## src/rtl/meshRouterPkg.sv

```systemverilog
package meshRouterPkg;
  localparam int NPORTS = 5;
  localparam int PORT_W = 3;

  localparam logic [PORT_W-1:0] P_LOCAL = 3'd0;
  localparam logic [PORT_W-1:0] P_NORTH = 3'd1;
  localparam logic [PORT_W-1:0] P_SOUTH = 3'd2;
  localparam logic [PORT_W-1:0] P_EAST  = 3'd3;
  localparam logic [PORT_W-1:0] P_WEST  = 3'd4;

  // bit0 marks a packet start, bit1 marks a packet end
  typedef enum logic [1:0] {
    FLIT_BODY = 2'b00,
    FLIT_HEAD = 2'b01,
    FLIT_TAIL = 2'b10,
    FLIT_SOLO = 2'b11
  } flitKind_e;

  // strobes from control to the buffer/crossbar datapath
  typedef struct packed {
    logic [NPORTS-1:0]        popMask;
    logic [NPORTS-1:0]        outEn;
    logic [NPORTS*PORT_W-1:0] outSel;
  } xbarStrobes_t;
endpackage

```

## src/rtl/meshFlitFifo.sv

```systemverilog
module meshFlitFifo #(
  parameter int W     = 18,
  parameter int DEPTH = 2
) (
  input  logic         clk,
  input  logic         rstN,
  input  logic         pushValid,
  output logic         pushReady,
  input  logic [W-1:0] pushData,
  input  logic         pop,
  output logic         notEmpty,
  output logic [W-1:0] headData
);
  localparam int PTR_W = (DEPTH > 1) ? $clog2(DEPTH) : 1;
  localparam int CNT_W = $clog2(DEPTH + 1);

  logic [W-1:0]     mem [DEPTH];
  logic [PTR_W-1:0] wrPtr, rdPtr;
  logic [CNT_W-1:0] count;
  logic             doPush;

  assign pushReady = (count != CNT_W'(DEPTH));
  assign notEmpty  = (count != '0);
  assign doPush    = pushValid && pushReady;
  assign headData  = mem[rdPtr];

  always_ff @(posedge clk) begin
    if (doPush) mem[wrPtr] <= pushData;
  end

  always_ff @(posedge clk) begin
    if (!rstN) begin
      wrPtr <= '0;
      rdPtr <= '0;
      count <= '0;
    end else begin
      if (doPush) wrPtr <= (wrPtr == PTR_W'(DEPTH-1)) ? '0 : wrPtr + PTR_W'(1);
      if (pop)    rdPtr <= (rdPtr == PTR_W'(DEPTH-1)) ? '0 : rdPtr + PTR_W'(1);
      case ({doPush, pop})
        2'b10:   count <= count + CNT_W'(1);
        2'b01:   count <= count - CNT_W'(1);
        default: count <= count;
      endcase
    end
  end

  // control never drains an empty buffer, occupancy stays bounded
  p_no_underflow_r7: assert property (@(posedge clk) disable iff (!rstN)
    pop |-> notEmpty);
  p_no_overflow_r7: assert property (@(posedge clk) disable iff (!rstN)
    count <= CNT_W'(DEPTH));
endmodule

```

## src/rtl/meshRrPick.sv

```systemverilog
module meshRrPick #(
  parameter int N     = 5,
  parameter int IDX_W = $clog2(N)
) (
  input  logic [N-1:0]     req,
  input  logic [IDX_W-1:0] startIdx,
  output logic [IDX_W-1:0] pick,
  output logic             found
);
  always_comb begin
    found = 1'b0;
    pick  = '0;
    for (int k = 0; k < N; k++) begin
      if (!found && req[(int'(startIdx) + k) % N]) begin
        found = 1'b1;
        pick  = IDX_W'((int'(startIdx) + k) % N);
      end
    end
  end
endmodule

```

## src/rtl/meshRouterDatapath.sv

```systemverilog
module meshRouterDatapath
  import meshRouterPkg::*;
#(
  parameter int FLIT_W = 18,
  parameter int DEPTH  = 2
) (
  input  logic                     clk,
  input  logic                     rstN,
  input  logic [NPORTS-1:0]        inValid,
  output logic [NPORTS-1:0]        inReady,
  input  logic [NPORTS*FLIT_W-1:0] inFlit,
  input  xbarStrobes_t             strobes,
  output logic [NPORTS-1:0]        fifoNotEmpty,
  output logic [NPORTS*FLIT_W-1:0] fifoHead,
  output logic [NPORTS-1:0]        outValid,
  output logic [NPORTS*FLIT_W-1:0] outFlit
);
  for (genvar g = 0; g < NPORTS; g++) begin : g_inBuf
    meshFlitFifo #(.W(FLIT_W), .DEPTH(DEPTH)) u_fifo (
      .clk       (clk),
      .rstN      (rstN),
      .pushValid (inValid[g]),
      .pushReady (inReady[g]),
      .pushData  (inFlit[g*FLIT_W +: FLIT_W]),
      .pop       (strobes.popMask[g]),
      .notEmpty  (fifoNotEmpty[g]),
      .headData  (fifoHead[g*FLIT_W +: FLIT_W])
    );
  end

  // crossbar: each output picks the head of the input that owns it
  always_comb begin
    for (int o = 0; o < NPORTS; o++) begin
      outFlit[o*FLIT_W +: FLIT_W] =
        fifoHead[int'(strobes.outSel[o*PORT_W +: PORT_W])*FLIT_W +: FLIT_W];
    end
  end

  assign outValid = strobes.outEn;
endmodule

```

## src/rtl/meshRouterCtrl.sv

```systemverilog
module meshRouterCtrl
  import meshRouterPkg::*;
#(
  parameter int X_W    = 3,
  parameter int Y_W    = 3,
  parameter int DATA_W = 16,
  parameter int MY_X   = 2,
  parameter int MY_Y   = 2
) (
  input  logic                         clk,
  input  logic                         rstN,
  input  logic [NPORTS-1:0]            fifoNotEmpty,
  input  logic [NPORTS*(DATA_W+2)-1:0] fifoHead,
  input  logic [NPORTS-1:0]            outReady,
  output xbarStrobes_t                 strobes
);
  localparam int FLIT_W = DATA_W + 2;

  logic [1:0]        kind     [NPORTS];
  logic [PORT_W-1:0] route    [NPORTS];
  logic [NPORTS-1:0] isStart;
  logic [NPORTS-1:0] inLocked;
  logic [NPORTS-1:0] reqVec   [NPORTS];
  logic [NPORTS-1:0] ownedBy  [NPORTS];
  logic [PORT_W-1:0] grantIdx [NPORTS];
  logic [NPORTS-1:0] grantAny;
  logic [PORT_W-1:0] ownerEff [NPORTS];
  logic [NPORTS-1:0] outEn, fire, lastOut;
  logic [NPORTS-1:0] popMask;

  logic [NPORTS-1:0] outBusy;
  logic [PORT_W-1:0] outOwner [NPORTS];
  logic [PORT_W-1:0] rrPtr    [NPORTS];

  logic unusedHeadBits;
  assign unusedHeadBits = ^fifoHead;

  function automatic logic [PORT_W-1:0] dorRoute(input logic [X_W-1:0] dx,
                                                 input logic [Y_W-1:0] dy);
    if      (dx > X_W'(MY_X)) return P_EAST;
    else if (dx < X_W'(MY_X)) return P_WEST;
    else if (dy > Y_W'(MY_Y)) return P_NORTH;
    else if (dy < Y_W'(MY_Y)) return P_SOUTH;
    else                      return P_LOCAL;
  endfunction

  function automatic logic [PORT_W-1:0] nextPtr(input logic [PORT_W-1:0] p);
    return (p == PORT_W'(NPORTS-1)) ? '0 : p + PORT_W'(1);
  endfunction

  // decode head of each input buffer
  always_comb begin
    for (int i = 0; i < NPORTS; i++) begin
      kind[i]    = fifoHead[i*FLIT_W + DATA_W +: 2];
      isStart[i] = kind[i][0];
      route[i]   = dorRoute(fifoHead[i*FLIT_W +: X_W], fifoHead[i*FLIT_W + X_W +: Y_W]);
    end
  end

  // an input is locked while some output is reserved for it
  always_comb begin
    inLocked = '0;
    for (int o = 0; o < NPORTS; o++)
      for (int i = 0; i < NPORTS; i++)
        if (outBusy[o] && outOwner[o] == PORT_W'(i)) inLocked[i] = 1'b1;
  end

  always_comb begin
    for (int o = 0; o < NPORTS; o++)
      for (int i = 0; i < NPORTS; i++)
        reqVec[o][i] = fifoNotEmpty[i] && isStart[i] && !inLocked[i] &&
                       (route[i] == PORT_W'(o));
  end

  for (genvar g = 0; g < NPORTS; g++) begin : g_arb
    meshRrPick #(.N(NPORTS), .IDX_W(PORT_W)) u_pick (
      .req      (reqVec[g]),
      .startIdx (rrPtr[g]),
      .pick     (grantIdx[g]),
      .found    (grantAny[g])
    );
  end

  always_comb begin
    popMask = '0;
    for (int o = 0; o < NPORTS; o++) begin
      ownerEff[o] = outBusy[o] ? outOwner[o] : grantIdx[o];
      outEn[o]    = (outBusy[o] || grantAny[o]) && fifoNotEmpty[ownerEff[o]];
      fire[o]     = outEn[o] && outReady[o];
      lastOut[o]  = kind[ownerEff[o]][1];
      for (int i = 0; i < NPORTS; i++) begin
        ownedBy[i][o] = outEn[o] && (ownerEff[o] == PORT_W'(i));
        if (fire[o] && ownerEff[o] == PORT_W'(i)) popMask[i] = 1'b1;
      end
    end
  end

  always_ff @(posedge clk) begin
    if (!rstN) begin
      outBusy <= '0;
      for (int o = 0; o < NPORTS; o++) begin
        outOwner[o] <= '0;
        rrPtr[o]    <= '0;
      end
    end else begin
      for (int o = 0; o < NPORTS; o++) begin
        if (!outBusy[o] && grantAny[o]) begin
          if (fire[o] && lastOut[o]) begin
            rrPtr[o] <= nextPtr(grantIdx[o]);
          end else begin
            outBusy[o]  <= 1'b1;
            outOwner[o] <= grantIdx[o];
          end
        end else if (outBusy[o] && fire[o] && lastOut[o]) begin
          outBusy[o] <= 1'b0;
          rrPtr[o]   <= nextPtr(outOwner[o]);
        end
      end
    end
  end

  always_comb begin
    strobes.popMask = popMask;
    strobes.outEn   = outEn;
    for (int o = 0; o < NPORTS; o++)
      strobes.outSel[o*PORT_W +: PORT_W] = ownerEff[o];
  end

  for (genvar g = 0; g < NPORTS; g++) begin : g_chk
    // a flit that does not end its packet keeps the output reserved
    p_lock_kept_r5: assert property (@(posedge clk) disable iff (!rstN)
      fire[g] && !lastOut[g] |=> outBusy[g]);
    // a one-flit packet leaves the output free for the next cycle
    p_solo_free_r8: assert property (@(posedge clk) disable iff (!rstN)
      fire[g] && kind[ownerEff[g]] == 2'(FLIT_SOLO) |=> !outBusy[g]);
    // no input is driven onto two outputs at once
    p_one_owner_r5: assert property (@(posedge clk) disable iff (!rstN)
      $countones(ownedBy[g]) <= 1);
  end
endmodule

```

## src/rtl/meshRouter.sv

```systemverilog
module meshRouter
  import meshRouterPkg::*;
#(
  parameter int X_W        = 3,
  parameter int Y_W        = 3,
  parameter int DATA_W     = 16,
  parameter int MY_X       = 2,
  parameter int MY_Y       = 2,
  parameter int FIFO_DEPTH = 2
) (
  input  logic                         clk,
  input  logic                         rstN,
  input  logic [4:0]                   inValid,
  output logic [4:0]                   inReady,
  input  logic [5*(DATA_W+2)-1:0]      inFlit,
  output logic [4:0]                   outValid,
  input  logic [4:0]                   outReady,
  output logic [5*(DATA_W+2)-1:0]      outFlit
);
  localparam int FLIT_W = DATA_W + 2;

  xbarStrobes_t            strobes;
  logic [NPORTS-1:0]        fifoNotEmpty;
  logic [NPORTS*FLIT_W-1:0] fifoHead;

  meshRouterCtrl #(
    .X_W(X_W), .Y_W(Y_W), .DATA_W(DATA_W), .MY_X(MY_X), .MY_Y(MY_Y)
  ) u_ctrl (
    .clk          (clk),
    .rstN         (rstN),
    .fifoNotEmpty (fifoNotEmpty),
    .fifoHead     (fifoHead),
    .outReady     (outReady),
    .strobes      (strobes)
  );

  meshRouterDatapath #(.FLIT_W(FLIT_W), .DEPTH(FIFO_DEPTH)) u_dp (
    .clk          (clk),
    .rstN         (rstN),
    .inValid      (inValid),
    .inReady      (inReady),
    .inFlit       (inFlit),
    .strobes      (strobes),
    .fifoNotEmpty (fifoNotEmpty),
    .fifoHead     (fifoHead),
    .outValid     (outValid),
    .outFlit      (outFlit)
  );

  for (genvar g = 0; g < NPORTS; g++) begin : g_hold
    // a stalled output keeps presenting the same flit
    p_hold_stable_r7: assert property (@(posedge clk) disable iff (!rstN)
      outValid[g] && !outReady[g] |=>
        outValid[g] && $stable(outFlit[g*FLIT_W +: FLIT_W]));
  end
endmodule

```

## config.mk

```make
export PLATFORM = sky130hd
export DESIGN_NAME = meshRouter
export DESIGN_NICKNAME = d
export VERILOG_FILES = /design/src/rtl/meshRouterPkg.sv /design/src/rtl/meshFlitFifo.sv /design/src/rtl/meshRrPick.sv /design/src/rtl/meshRouterDatapath.sv /design/src/rtl/meshRouterCtrl.sv /design/src/rtl/meshRouter.sv
export SDC_FILE = /design/constraint.sdc
export NUM_CORES = 1
export LEC_CHECK = 0
export BUFFER_PORTS_ARGS = -buffer_cell sky130_fd_sc_hd__buf_2
export CAP_MARGIN = 20
export CORE_ASPECT_RATIO = 2
export CORE_MARGIN = 2
export CORE_UTILIZATION = 55
export CTS_BUF_LIST = sky130_fd_sc_hd__clkbuf_2 sky130_fd_sc_hd__clkbuf_4 sky130_fd_sc_hd__clkbuf_8
export DETAILED_ROUTE_END_ITERATION = 10
export PLACE_DENSITY = 0.72
export SLEW_MARGIN = 20
export SYNTH_ARGS = -nofsm -noshare
export SYNTH_HDL_FRONTEND = slang
export SYNTH_SLANG_ARGS = --single-unit
```

## constraint.sdc

```tcl
create_clock -name clk -period 15.9 [get_ports clk]
set_input_delay 3.18 -clock clk [delete_from_list [all_inputs] [get_ports clk]]
set_output_delay 3.18 -clock clk [all_outputs]
set_load 0.01 [all_outputs]
```

==> results.rst <==
.. list-table::
   :header-rows: 1

   * - Metric
     - Value
   * - Post-synth design cell area
     - 0.0232 sq mm
   * - Post-DP HPWL
     - 72.8 mm
   * - Number of post-CTS setup repair buffers
     - 0
   * - Level count of the clock H-tree
     - 2
   * - Top cells by count, synth
     - sky130_fd_sc_hd__edfxtp_1, sky130_fd_sc_hd__nor2_1, sky130_fd_sc_hd__mux2i_1, sky130_fd_sc_hd__a21oi_1, sky130_fd_sc_hd__nand2_1
   * - Worst setup SP type
     - register
   * - First-iteration detailed-routing DRC count
     - 2306
   * - Area of combinational cells with multiple inputs
     - 0.0153 sq mm
   * - Fraction of final layout cells sized beyond drive strength 1
     - 0.160
   * - Net Count, Synth
     - 2877
   * - Status
     - complete, no violations
   * - Final routed wire length divided by cell count
     - 27.8 microns
   * - Worst setup margin
     - 4270 ps
   * - Antenna violations before repair
     - 4
   * - Cell with the largest stage delay on the worst path
     - sky130_fd_sc_hd__edfxtp_1
   * - Fin crit share
     - 0.732
   * - Die area
     - 0.0439 sq mm
   * - Non-Filler Cell Area, Final
     - 0.0256 sq mm
   * - Time the worst path needs with I/O delays and setup
     - 11630 ps
   * - Worst-path clk slew
     - 90 ps
   * - Critical path data arrival time
     - 8450 ps
   * - Number of gates given a new drive strength after cts
     - 0
   * - Length of the first detailed-routing pass in iterations
     - 7
   * - Via count of the first global-routing pass
     - 22700
   * - Initial Util
     - 0.557
   * - Syn Area/Cell
     - 8.79 sq um
   * - Setup skew after layout
     - 22.7 ps
   * - Vias per cell
     - 6.94
   * - Clock latency on the worst-skew pair
     - 630 ps
   * - Worst min-delay path class
     - register to register
   * - Maximum fanout along the worst path
     - 38
   * - Post-route non-filler standard cell count
     - 3363
   * - CTS max path bufs
     - 3
   * - Via count
     - 23400
   * - Number of fill cells
     - 3592
   * - Synth unique cells
     - 109
   * - Synth Flop Type
     - sky130_fd_sc_hd__edfxtp_1
   * - Maximum clock frequency
     - 85.9 MHz
   * - Setup CP Type
     - register to output port
   * - Slew at the pin with the worst max-slew slack
     - 1200 ps
   * - GR Util All Layers
     - 0.418
   * - Maximum cell stage delay along the critical path
     - 700 ps
   * - Number of enable flip-flop cells after synthesis
     - 210
   * - Setup-failing EPs final
     - 0
   * - Number of instances in the synthesized netlist
     - 2637
   * - Inserted Clock Buffers
     - 35
   * - Growth of design area from synthesis to finish
     - 10.2%
   * - CTS root buf
     - sky130_fd_sc_hd__clkbuf_8
   * - PortBufs
     - 201
   * - Total grt overflow
     - 0
   * - Number of ports placed on the die boundary
     - 202
   * - Total cell area at the placement stage
     - 0.0248 sq mm
   * - Top area cells in the synthesized netlist
     - sky130_fd_sc_hd__edfxtp_1, sky130_fd_sc_hd__mux2i_1, sky130_fd_sc_hd__ha_1
   * - Final Routed Wirelength
     - 93.5 mm
   * - Flop and latch count out of synthesis
     - 240
   * - Maximum number of pins on one net before global-route repair
     - 50
   * - Chain of cells forming the critical path
     - inv_1 > ha_1 > clkinv_1 > ha_1 > nor3_1 > or3_1 > and2_1 > inv_1 > ha_1 > nor2b_1 > o32ai_1 > mux2i_1 > mux4_2 > a211oi_1 > o2111a_1 > o41a_1 > buf_4 > inv_2 > nand3_1 > o22ai_1 > buf_2
   * - Number of pins with negative max-slew slack in the final report
     - 0
   * - Total number of clock tree sinks
     - 240
   * - Die width
     - 149 microns
   * - Wire length of the first global-routing pass
     - 136 mm
   * - Die outline height
     - 294 microns
   * - Crit path top cell by count
     - sky130_fd_sc_hd__ha_1
   * - Required time at the worst-slack endpoint
     - 12720 ps
   * - Max-capacitance violation count
     - 0
   * - Routability congestion estimate
     - 1.12
   * - Post-Place Setup Slack
     - 5140 ps
   * - Fraction of synthesis flops using an asynchronous set or reset pin
     - 0
   * - Yosys top cell area share
     - 0.272
   * - Number of endpoints with negative hold slack in the final report
     - 0
   * - Storage element area
     - 0.00691 sq mm
   * - Setup slack of the most critical reg-to-reg path
     - 6610 ps
   * - Post-synthesis sequential area ratio
     - 0.298
   * - Std-Cell Core Area
     - 0.0416 sq mm
   * - Cell type with the largest total area after synthesis
     - sky130_fd_sc_hd__edfxtp_1
   * - Number of cells after detailed placement
     - 3295
   * - Row cnt
     - 106
   * - Number of buffers inserted for hold repair after clock tree synthesis
     - 0
   * - Post-Route Setup TNS
     - 0 ps
   * - Setup repair after global routing missed its margin
     - false
   * - Antenna viol nets, final
     - 0
   * - Clock tree from TritonCTS
     - built
   * - Residual DRC count
     - 0
   * - Kind of end point of the critical path
     - output port
   * - Relative slew slack
     - 0.179
   * - Yosys warning count
     - 0
   * - Nets@finish
     - 3034
[critical path, delay by kind of cell (launching register included)]
kind	cells	cell delay [ps]
adder cells (fa/ha/maj)	3	1160
multiplexers	2	1080
AND/OR/NAND/NOR	5	1550
AO/OA/AOI/OAI	5	1520
buffers and inverters	6	1780
flip-flops	1	700
[kinds of logic (layout without fill, tap and decap cells)]
logic type / after synthesis / after routing / share of synthesized area
buf+inv: 257 / 440 / 0.0443
fa+ha+maj: 138 / 138 / 0.0745
simple gates: 889 / 889 / 0.206
other cells: 0 / 3 / 0
flops: 240 / 240 / 0.298
xor+xnor: 62 / 62 / 0.0237
compound gates: 800 / 800 / 0.241
mux: 251 / 251 / 0.113
[path summary, 6_finish.rpt]
| check | cells after the start | end | start |
|---|---|---|---|
| worst max register to register | 25 | u_ctrl.outOwner[0][2]$_SDFFCE_PP0P_ | u_ctrl.rrPtr[0][0]$_SDFFCE_PP0P_ |
| worst max-delay path | 21 | outFlit[89] | u_ctrl.rrPtr[4][0]$_DFFE_PP_ |
| worst min register to register | 2 | register | u_dp.g_inBuf[0].u_fifo.rdPtr$_SDFFE_PN0P_ |
| worst min-delay path | 2 | register | u_dp.g_inBuf[0].u_fifo.rdPtr$_SDFFE_PN0P_ |
[state kept, by name (all words and copies together), names as in the netlist, named ones only]
name	cells
u_ctrl.outBusy	5
u_ctrl.outOwner	15
u_ctrl.rrPtr	15
u_dp.g_inBuf.u_fifo.count	10
u_dp.g_inBuf.u_fifo.mem	180
u_dp.g_inBuf.u_fifo.rdPtr	5
u_dp.g_inBuf.u_fifo.wrPtr	5
[area by class of cell]
class | instances | area share
well taps | 540 | 0.0264
diodes | 3 | 0.000294
flip-flops and latches | 240 | 0.270
inverters | 120 | 0.0176
clock inverters | 20 | 0.00729
multi-input cells | 2140 | 0.600
repair buffers | 257 | 0.0558
clock buffers | 43 | 0.0219
[cell usage in the layout, fill, tap and decap left out, types with 26 or more instances in the layout]
master                     netlist  routed
sky130_fd_sc_hd__a211oi_1       82      82
sky130_fd_sc_hd__o21ai_0        90      89
sky130_fd_sc_hd__nor4_1         36      35
sky130_fd_sc_hd__and3_1         29      28
sky130_fd_sc_hd__and2_1         72      72
sky130_fd_sc_hd__xnor2_1        46      46
sky130_fd_sc_hd__nor2b_1        32      32
sky130_fd_sc_hd__a21oi_1       186     185
sky130_fd_sc_hd__mux2_2         36      36
sky130_fd_sc_hd__nor2_1        210     208
sky130_fd_sc_hd__clkbuf_8        0      38
sky130_fd_sc_hd__buf_2          16     201
sky130_fd_sc_hd__nor3_1         62      61
sky130_fd_sc_hd__ha_1          138     138
sky130_fd_sc_hd__mux2i_1       208     201
sky130_fd_sc_hd__nand2b_1       52      52
sky130_fd_sc_hd__o22ai_1       105     105
sky130_fd_sc_hd__buf_4           7      54
sky130_fd_sc_hd__nand2_1       152     152
sky130_fd_sc_hd__dfxtp_1        30      30
sky130_fd_sc_hd__edfxtp_1      210     210
sky130_fd_sc_hd__nand3_1        55      55
sky130_fd_sc_hd__inv_1         107     107
sky130_fd_sc_hd__or3_1          37      37
sky130_fd_sc_hd__nand3b_1       26      26
[through the flow]
step,util,hold slack [ps]
finish,0.614,509
global route,0.614,528
CTS,0.613,497
detailed placement,0.595,487
global placement,0.595,460
floorplan,-,447
[metal layers]
metal  up-vias  part of all wire  track usage
met1     10900              0.32        0.408
met2      1414              0.49        0.729
met5         -                 0            0
met4         0              0.12        0.396
li1      10500                 -            -
met3       503             0.070       0.0754
Power is not shown: default switching activity piles up to over one toggle a cycle in this logic, so the estimate is an artifact.
